$ cat config.mk
export PLATFORM = sky130hd
export DESIGN_NAME = gpio_event_ctrl
export DESIGN_NICKNAME = d
export VERILOG_FILES = /design/src/rtl/gpio_evt_pkg.sv /design/src/rtl/gpio_sync.sv /design/src/rtl/gpio_detect.sv /design/src/rtl/gpio_regs.sv /design/src/rtl/gpio_event_ctrl.sv
export SDC_FILE = /design/constraint.sdc
export NUM_CORES = 1
export LEC_CHECK = 0
export ABC_AREA = 0
export BUFFER_PORTS_ARGS = -buffer_cell sky130_fd_sc_hd__buf_2
export CORE_MARGIN = 4
export CORE_UTILIZATION = 65
export CTS_CLUSTER_SIZE = 20
export DETAILED_ROUTE_END_ITERATION = 8
export HOLD_SLACK_MARGIN = 0.06
export PLACE_DENSITY = 0.85
export RECOVER_POWER = 50
export SLEW_MARGIN = 20
export SYNTH_ARGS = -nofsm -noshare
export SYNTH_HDL_FRONTEND = slang
export SYNTH_HIERARCHICAL = 1
export SYNTH_SLANG_ARGS = --single-unit
export TNS_END_PERCENT = 1
$ cat constraint.sdc
create_clock -name clk -period 5.2 [get_ports clk]
set_clock_uncertainty 0.1 [all_clocks]
set_input_delay 1.04 -clock clk [delete_from_list [all_inputs] [get_ports clk]]
set_output_delay 1.04 -clock clk [all_outputs]
set_load 0.005 [all_outputs]
$ cat src/rtl/gpio_evt_pkg.sv
package gpio_evt_pkg;
    localparam int ADDR_W = 4;

    typedef enum logic [ADDR_W-1:0] {
        SEL_INPUT_EN = 4'd0,
        SEL_DET_LOW  = 4'd1,
        SEL_DET_HIGH = 4'd2,
        SEL_DET_RISE = 4'd3,
        SEL_DET_FALL = 4'd4,
        SEL_LINE1_EN = 4'd5,
        SEL_LINE2_EN = 4'd6,
        SEL_WAKE_EN  = 4'd7,
        SEL_STAT1    = 4'd8,
        SEL_STAT2    = 4'd9,
        SEL_CTRL     = 4'd10
    } reg_sel_e;

    localparam int CTRL_WAKE_BIT = 0;
endpackage

$ cat src/rtl/gpio_sync.sv
module gpio_sync #(
    parameter int W      = 8,
    parameter int STAGES = 2
) (
    input  logic         clk,
    input  logic         rst_n,
    input  logic [W-1:0] async_i,
    output logic [W-1:0] sync_o
);
    localparam int LAST = STAGES - 1;

    for (genvar b = 0; b < W; b++) begin : g_bit
        logic [LAST:0] chain;
        always_ff @(posedge clk or negedge rst_n) begin
            if (!rst_n) chain <= '0;
            else        chain <= {chain[LAST-1:0], async_i[b]};
        end
        assign sync_o[b] = chain[LAST];
    end
endmodule

$ cat src/rtl/gpio_detect.sv
module gpio_detect #(
    parameter int W = 8
) (
    input  logic         clk,
    input  logic         rst_n,
    input  logic [W-1:0] smp_i,
    input  logic [W-1:0] in_en_i,
    input  logic [W-1:0] low_en_i,
    input  logic [W-1:0] high_en_i,
    input  logic [W-1:0] rise_en_i,
    input  logic [W-1:0] fall_en_i,
    output logic [W-1:0] evt_o,
    output logic [W-1:0] edge_evt_o
);
    logic [W-1:0] prev_q;
    logic [W-1:0] rose, fell, lvl_hit;

    always_ff @(posedge clk or negedge rst_n) begin
        if (!rst_n) prev_q <= '0;
        else        prev_q <= smp_i;
    end

    always_comb begin
        rose       = smp_i & ~prev_q;
        fell       = ~smp_i & prev_q;
        lvl_hit    = (low_en_i & ~smp_i) | (high_en_i & smp_i);
        edge_evt_o = in_en_i & ((rise_en_i & rose) | (fall_en_i & fell));
        evt_o      = edge_evt_o | (in_en_i & lvl_hit);
    end

    // a qualified rising transition must be flagged as an edge event
    assert_rise_caught_R4: assert property (@(posedge clk) disable iff (!rst_n)
        (in_en_i & rise_en_i & smp_i & ~$past(smp_i) & ~edge_evt_o) == '0);

    // a qualified falling transition must be flagged as an edge event
    assert_fall_caught_R4: assert property (@(posedge clk) disable iff (!rst_n)
        (in_en_i & fall_en_i & ~smp_i & $past(smp_i) & ~edge_evt_o) == '0);
endmodule

$ cat src/rtl/gpio_regs.sv
module gpio_regs
    import gpio_evt_pkg::*;
#(
    parameter int W = 8
) (
    input  logic              clk,
    input  logic              rst_n,
    input  logic              we_i,
    input  logic [ADDR_W-1:0] addr_i,
    input  logic [W-1:0]      wdata_i,
    input  logic [W-1:0]      evt_i,
    input  logic [W-1:0]      edge_evt_i,
    output logic [W-1:0]      rdata_o,
    output logic [W-1:0]      in_en_o,
    output logic [W-1:0]      low_en_o,
    output logic [W-1:0]      high_en_o,
    output logic [W-1:0]      rise_en_o,
    output logic [W-1:0]      fall_en_o,
    output logic [W-1:0]      line1_en_o,
    output logic [W-1:0]      line2_en_o,
    output logic [W-1:0]      stat1_o,
    output logic [W-1:0]      stat2_o,
    output logic              wake_o
);
    logic [W-1:0] wake_en_q;
    logic         wake_glb_q;
    logic [W-1:0] clr1, clr2;
    logic         wake_d;
    reg_sel_e     sel;

    assign sel = reg_sel_e'(addr_i);

    always_comb begin
        clr1   = (we_i && sel == SEL_STAT1) ? wdata_i : '0;
        clr2   = (we_i && sel == SEL_STAT2) ? wdata_i : '0;
        wake_d = wake_glb_q && ((edge_evt_i & wake_en_q) != '0);
    end

    always_ff @(posedge clk or negedge rst_n) begin
        if (!rst_n) begin
            in_en_o    <= '0;
            low_en_o   <= '0;
            high_en_o  <= '0;
            rise_en_o  <= '0;
            fall_en_o  <= '0;
            line1_en_o <= '0;
            line2_en_o <= '0;
            wake_en_q  <= '0;
            wake_glb_q <= 1'b0;
        end else if (we_i) begin
            unique case (sel)
                SEL_INPUT_EN: in_en_o    <= wdata_i;
                SEL_DET_LOW:  low_en_o   <= wdata_i;
                SEL_DET_HIGH: high_en_o  <= wdata_i;
                SEL_DET_RISE: rise_en_o  <= wdata_i;
                SEL_DET_FALL: fall_en_o  <= wdata_i;
                SEL_LINE1_EN: line1_en_o <= wdata_i;
                SEL_LINE2_EN: line2_en_o <= wdata_i;
                SEL_WAKE_EN:  wake_en_q  <= wdata_i;
                SEL_CTRL:     wake_glb_q <= wdata_i[CTRL_WAKE_BIT];
                default:      ;
            endcase
        end
    end

    // event set wins over a same-cycle clear
    always_ff @(posedge clk or negedge rst_n) begin
        if (!rst_n) begin
            stat1_o <= '0;
            stat2_o <= '0;
            wake_o  <= 1'b0;
        end else begin
            stat1_o <= (stat1_o & ~clr1) | evt_i;
            stat2_o <= (stat2_o & ~clr2) | evt_i;
            wake_o  <= wake_d;
        end
    end

    always_comb begin
        rdata_o = '0;
        unique case (sel)
            SEL_INPUT_EN: rdata_o = in_en_o;
            SEL_DET_LOW:  rdata_o = low_en_o;
            SEL_DET_HIGH: rdata_o = high_en_o;
            SEL_DET_RISE: rdata_o = rise_en_o;
            SEL_DET_FALL: rdata_o = fall_en_o;
            SEL_LINE1_EN: rdata_o = line1_en_o;
            SEL_LINE2_EN: rdata_o = line2_en_o;
            SEL_WAKE_EN:  rdata_o = wake_en_q;
            SEL_STAT1:    rdata_o = stat1_o;
            SEL_STAT2:    rdata_o = stat2_o;
            SEL_CTRL:     rdata_o[CTRL_WAKE_BIT] = wake_glb_q;
            default:      rdata_o = '0;
        endcase
    end

    // a status bit may only rise when the detector reported that pin
    assert_no_sw_set_R6: assert property (@(posedge clk) disable iff (!rst_n)
        ((stat1_o & ~$past(stat1_o) & ~$past(evt_i)) == '0) &&
        ((stat2_o & ~$past(stat2_o) & ~$past(evt_i)) == '0));

    // a write-1 on a quiet pin clears the bit on the next edge
    assert_w1c_clears_R6: assert property (@(posedge clk) disable iff (!rst_n)
        (we_i && sel == SEL_STAT1) |=> ((stat1_o & $past(wdata_i & ~evt_i)) == '0));

    // detected events always land in both status registers
    assert_event_wins_R7: assert property (@(posedge clk) disable iff (!rst_n)
        (evt_i != '0) |=> (((stat1_o & $past(evt_i)) == $past(evt_i)) &&
                           ((stat2_o & $past(evt_i)) == $past(evt_i))));

    // wakeup only follows a masked edge event under the global enable
    assert_wake_edge_only_R9: assert property (@(posedge clk) disable iff (!rst_n)
        wake_o |-> ($past(wake_glb_q) && (($past(edge_evt_i) & $past(wake_en_q)) != '0)));
endmodule

$ cat src/rtl/gpio_event_ctrl.sv
module gpio_event_ctrl
    import gpio_evt_pkg::*;
#(
    parameter int NPIN = 8
) (
    input  logic              clk,
    input  logic              rst_n,
    input  logic [NPIN-1:0]   pin_i,
    input  logic              reg_we_i,
    input  logic [ADDR_W-1:0] reg_addr_i,
    input  logic [NPIN-1:0]   reg_wdata_i,
    output logic [NPIN-1:0]   reg_rdata_o,
    output logic              irq1_o,
    output logic              irq2_o,
    output logic              wake_o
);
    logic [NPIN-1:0] smp, evt, edge_evt;
    logic [NPIN-1:0] in_en, low_en, high_en, rise_en, fall_en;
    logic [NPIN-1:0] line1_en, line2_en, stat1, stat2;

    gpio_sync #(.W(NPIN), .STAGES(2)) u_sync (
        .clk(clk), .rst_n(rst_n), .async_i(pin_i), .sync_o(smp)
    );

    gpio_detect #(.W(NPIN)) u_detect (
        .clk(clk), .rst_n(rst_n), .smp_i(smp), .in_en_i(in_en),
        .low_en_i(low_en), .high_en_i(high_en), .rise_en_i(rise_en),
        .fall_en_i(fall_en), .evt_o(evt), .edge_evt_o(edge_evt)
    );

    gpio_regs #(.W(NPIN)) u_regs (
        .clk(clk), .rst_n(rst_n), .we_i(reg_we_i), .addr_i(reg_addr_i),
        .wdata_i(reg_wdata_i), .evt_i(evt), .edge_evt_i(edge_evt),
        .rdata_o(reg_rdata_o), .in_en_o(in_en), .low_en_o(low_en),
        .high_en_o(high_en), .rise_en_o(rise_en), .fall_en_o(fall_en),
        .line1_en_o(line1_en), .line2_en_o(line2_en),
        .stat1_o(stat1), .stat2_o(stat2), .wake_o(wake_o)
    );

    assign irq1_o = |(stat1 & line1_en);
    assign irq2_o = |(stat2 & line2_en);

    // a disabled input never produces a detector event
    assert_input_gate_R5: assert property (@(posedge clk) disable iff (!rst_n)
        (evt & ~in_en) == '0);

    // a line may only rise after a status bit or its mask changed
    assert_irq_cause_R8: assert property (@(posedge clk) disable iff (!rst_n)
        $rose(irq1_o) |-> (($past(evt) != '0) || ($past(line1_en) != line1_en)));
endmodule

==> key figures <==
GRT
  • Busiest grt layer: met2
  • Met1 Track Usage GR: 37.9%
  • GR Util met3: 5.81%
  • Met2 Use GR: 46.1%
  • Initial antenna violation count: 0
  • Grt total ovfl: 0
  • Number of global-route vias before repair: 3687
  • First-pass GRT wire length: 19.5 mm
  • Largest net degree at the start of global routing: 71
  • Total track usage: between 20% and 30%

Power
  • Worst vdd ir: 0.229 mV
  • Logic pwr share: 18.7%
  • Static Leak: 2.26 nW
  • NetSw: 0.000589 W
  • Net Sw Frac: 30.1%
  • Reg power frac: ~56%
  • Clock network fraction of design power: 24.9%
  • PwrDens: between 300 and 400 nW/um2
  • Int Power: 0.00137 W

Setup path
  • FF-to-FF setup slack: 3.66 ns
  • Crit Path Category: in -> out
  • CP max FO: 24
  • Most frequent CP cell: buf_2
  • Critical path launch point type: input pin
  • Crit path cell chain: buf_2 > nor2b_1 > nand2_1 > a2bb2oi_1 > o2111ai_1 > buf_2
  • Critical Path AT: roughly 2.9 ns
  • R2R cell count: 4
  • CP max-delay cell: nor2b_1
  • Worst R2R Start: u_sync/g_bit[5].chain[1]$_DFF_PN0_
  • Crit end category: primary output
  • CP max stage delay: 0.71 ns
  • Worst EP required: 4.06 ns
  • Endpoint of the worst register-to-register path: u_regs/wake_o$_DFF_PN0_

Routing
  • Routed WL: between 10 and 15 mm
  • Routed len/inst: between 20 and 25 um
  • Drt pass-1 iters: 5
  • Remaining DRCs: 0
  • Routed vias: 3712
  • Via density: 6.93
  • Antenna viol nets, final: 0
  • 1st-iter DRT viols: 370

Run status
  • Failing checks: max-capacitance violations, max-slew violations
  • Outcome: finished, violations left

Floorplanning
  • # rows: 32
  • Die Wd: 96.5 um
  • Die Ht: 96.5 um
  • Die ar.: 9310 um2
  • Initial Utilization: 66.2%
  • Core Region: 7690 um2
  • I/O Pins: 34

Yosys
  • Synth area leaders: dfrtp_1 52%, mux2_2 16%, a22oi_1 3.1%, nand3b_1 2.8%, a21o_1 2.4%
  • Prevailing post-synth register cell: dfrtp_1
  • Post-synth EDFFs: 0
  • Yosys reg bits: 106
  • Cell count after synthesis: just over 400
  • Distinct cells, synth: 48
  • Yosys Warn Count: 6
  • Synthesized cell area: roughly 5000 um2
  • Seq/Total Area, Yosys: a little over half
  • Yosys top cell area share: 52.1%
  • Post-synth ARST share: 100%
  • Syn Area/Cell: 12.3 um2
  • Synth area leader: dfrtp_1
  • Synthesized net count: between 400 and 500

Timing
  • Relative slew slack: -31.6%
  • Hold Vio Cnt, Final: 0
  • Slew Viols, Final: 38
  • Fin Setup TNS: 0 ns
  • Minimum clock period: 4.06 ns
  • Crit share post-route: between 70% and 80%
  • Fin Hold WS: 0.258 ns
  • Slew @ Worst Pin: 1.97 ns
  • Max Freq: 246 MHz
  • RSZ-0062 raised after global routing: false
  • Final setup fails: 0
  • Final setup margin: 1.14 ns

Worst hold path
  • Hold endpoint: u_sync/g_bit[5].chain[1]$_DFF_PN0_
  • Hold_sp: u_sync/g_bit[5].chain[0]$_DFF_PN0_
  • HP Class: reg -> reg
  • Min-Delay Path Depth: 0

Final layout
  • Syn-to-layout area delta: 6.32%
  • Ant. Diodes: 0
  • FILL cells: 563
  • Fin nets: between 400 and 500
  • Post-Layout Cell Count: 536
  • Share of cells above drive strength 1: 30.4%

Clock tree
  • Worst-Skew Late Latency: 0.37 ns
  • CTS clk-pin slew, worst paths: 0.10 ns
  • Resize count post-CTS: 0
  • CTS Hold Bufs: 0
  • Setup bufs post-CTS: 0
  • Clock tree buffer depth: 2
  • Cts bufs inserted: 9
  • Sink Count: around 110
  • TritonCTS clock tree: built
  • Root buffer cell: clkbuf_8
  • CTS H-tree depth: 3

Place
  • Gpl congestion: 0.937
  • Placed cell count: 520
  • Final HPWL DP: ~8.2 mm
  • Count of input and output buffers: 33
  • Worst slack at placement: 1.20 ns

Run
  • Max Cap Viol: 1
==> layout by cell type, fill, tap and decap left out, types with 9 or more instances in the layout <==
master    count
nor2b_1      16
dfrtp_1     106
a22oi_1      21
inv_1        10
nand3b_1     19
mux2_2       73
a21o_1       16
buf_2        32
o311a_1       9
nand2_1      23
clkbuf_8     10
==> layer usage <==
metal	vias up	part of all wire (%)
met1	1865	39
met3	52	9.2
li1	1574	-
met5	-	0
met4	0	3.9
met2	221	48
==> worst max path at each step <==
| stage | slack [ns] | end | from | cells after the start |
|---|---|---|---|---|
| finish | 1.14 | reg_rdata_o[5] | reg_addr_i[2] | 6 |
| CTS | 1.21 | reg_rdata_o[5] | reg_addr_i[2] | 6 |
| global placement | 1.28 | reg_rdata_o[7] | reg_addr_i[2] | 6 |
| detailed placement | 1.20 | reg_rdata_o[7] | reg_addr_i[2] | 6 |
| global route | 1.04 | reg_rdata_o[5] | reg_addr_i[2] | 6 |
| floorplan | 1.98 | reg_rdata_o[0] | reg_addr_i[0] | 6 |
==> final cells by class <==
type / instances / area [um2] / area share (%)
Sequential cell: 106 / 2650 / 49.0
Multi-Input combinational cell: 268 / 2230 / 41.3
Timing Repair Buffer: 34 / 171 / 3.17
Clock buffer: 11 / 141 / 2.61
Tap cell: 102 / 128 / 2.36
Clock inverter: 5 / 47.5 / 0.879
Inverter: 10 / 37.5 / 0.694
==> kinds of logic after synthesis <==
| logic type | count (synthesis) | share of synthesized area (%) |
|---|---|---|
| buffers and inverters | 39 | 4.01 |
| flip-flops | 106 | 52.1 |
| AND/OR/NAND/NOR | 93 | 10.9 |
| multiplexers | 81 | 17.8 |
| AO/OA/AOI/OAI | 94 | 15.2 |
==> sequential cells by signal (all words and copies together) (netlist names) <==
| register | count |
|---|---|
| u_regs/line1_en_o | 8 |
| u_regs/fall_en_o | 8 |
| u_regs/wake_glb_q | 1 |
| u_regs/line2_en_o | 8 |
| u_regs/low_en_o | 8 |
| u_regs/stat1_o | 8 |
| u_detect/prev_q | 8 |
| u_regs/wake_en_q | 8 |
| u_regs/high_en_o | 8 |
| u_regs/stat2_o | 8 |
| u_regs/wake_o | 1 |
| u_regs/in_en_o | 8 |
| u_sync/g_bit.chain | 16 |
| u_regs/rise_en_o | 8 |
==> power groups by stage <==
stage	Sequential, W	Clock (W)	Combinational (W)
after detailed placement	0.00112	0	0.000361
after global routing	0.00112	0.000535	0.000399
final	0.00110	0.000487	0.000366
after CTS	0.00110	0.000499	0.000363
after floorplan	0.00106	0	0.000281
after global placement	0.00111	0	0.000346
==> Yosys cell counts, types with 3 or more instances <==
cell type and number:
a211o_1 8, a21boi_0 8, a21o_1 16, a22oi_1 21
a2bb2oi_1 5, a32oi_1 7, and2_1 3, buf_2 4
buf_4 12, clkbuf_1 11, dfrtp_1 106, inv_1 10
mux2_2 73, mux2i_1 6, nand2_1 23, nand3_1 7
nand3b_1 19, nor2_1 4, nor2_2 3, nor2_4 3
nor2b_1 16, o2111ai_1 4, o311a_1 9, or3_1 3
==> through the flow <==
stage	utilization, %	cell area (um2)	power (W)
after floorplan	-	5090	0.00135
after global placement	68.0	5230	0.00146
after detailed placement	68.0	5230	0.00148
after CTS	70.4	5420	0.00196
after global routing	70.4	5410	0.00206
final	70.4	5410	0.00196
==> critical path: cells and delay by family <==
kind	cells	cell delay (ns)
simple gates	2	0.98
compound gates	2	0.33
buf+inv	2	0.55
Note: power is estimated with default switching activity, not from simulation.
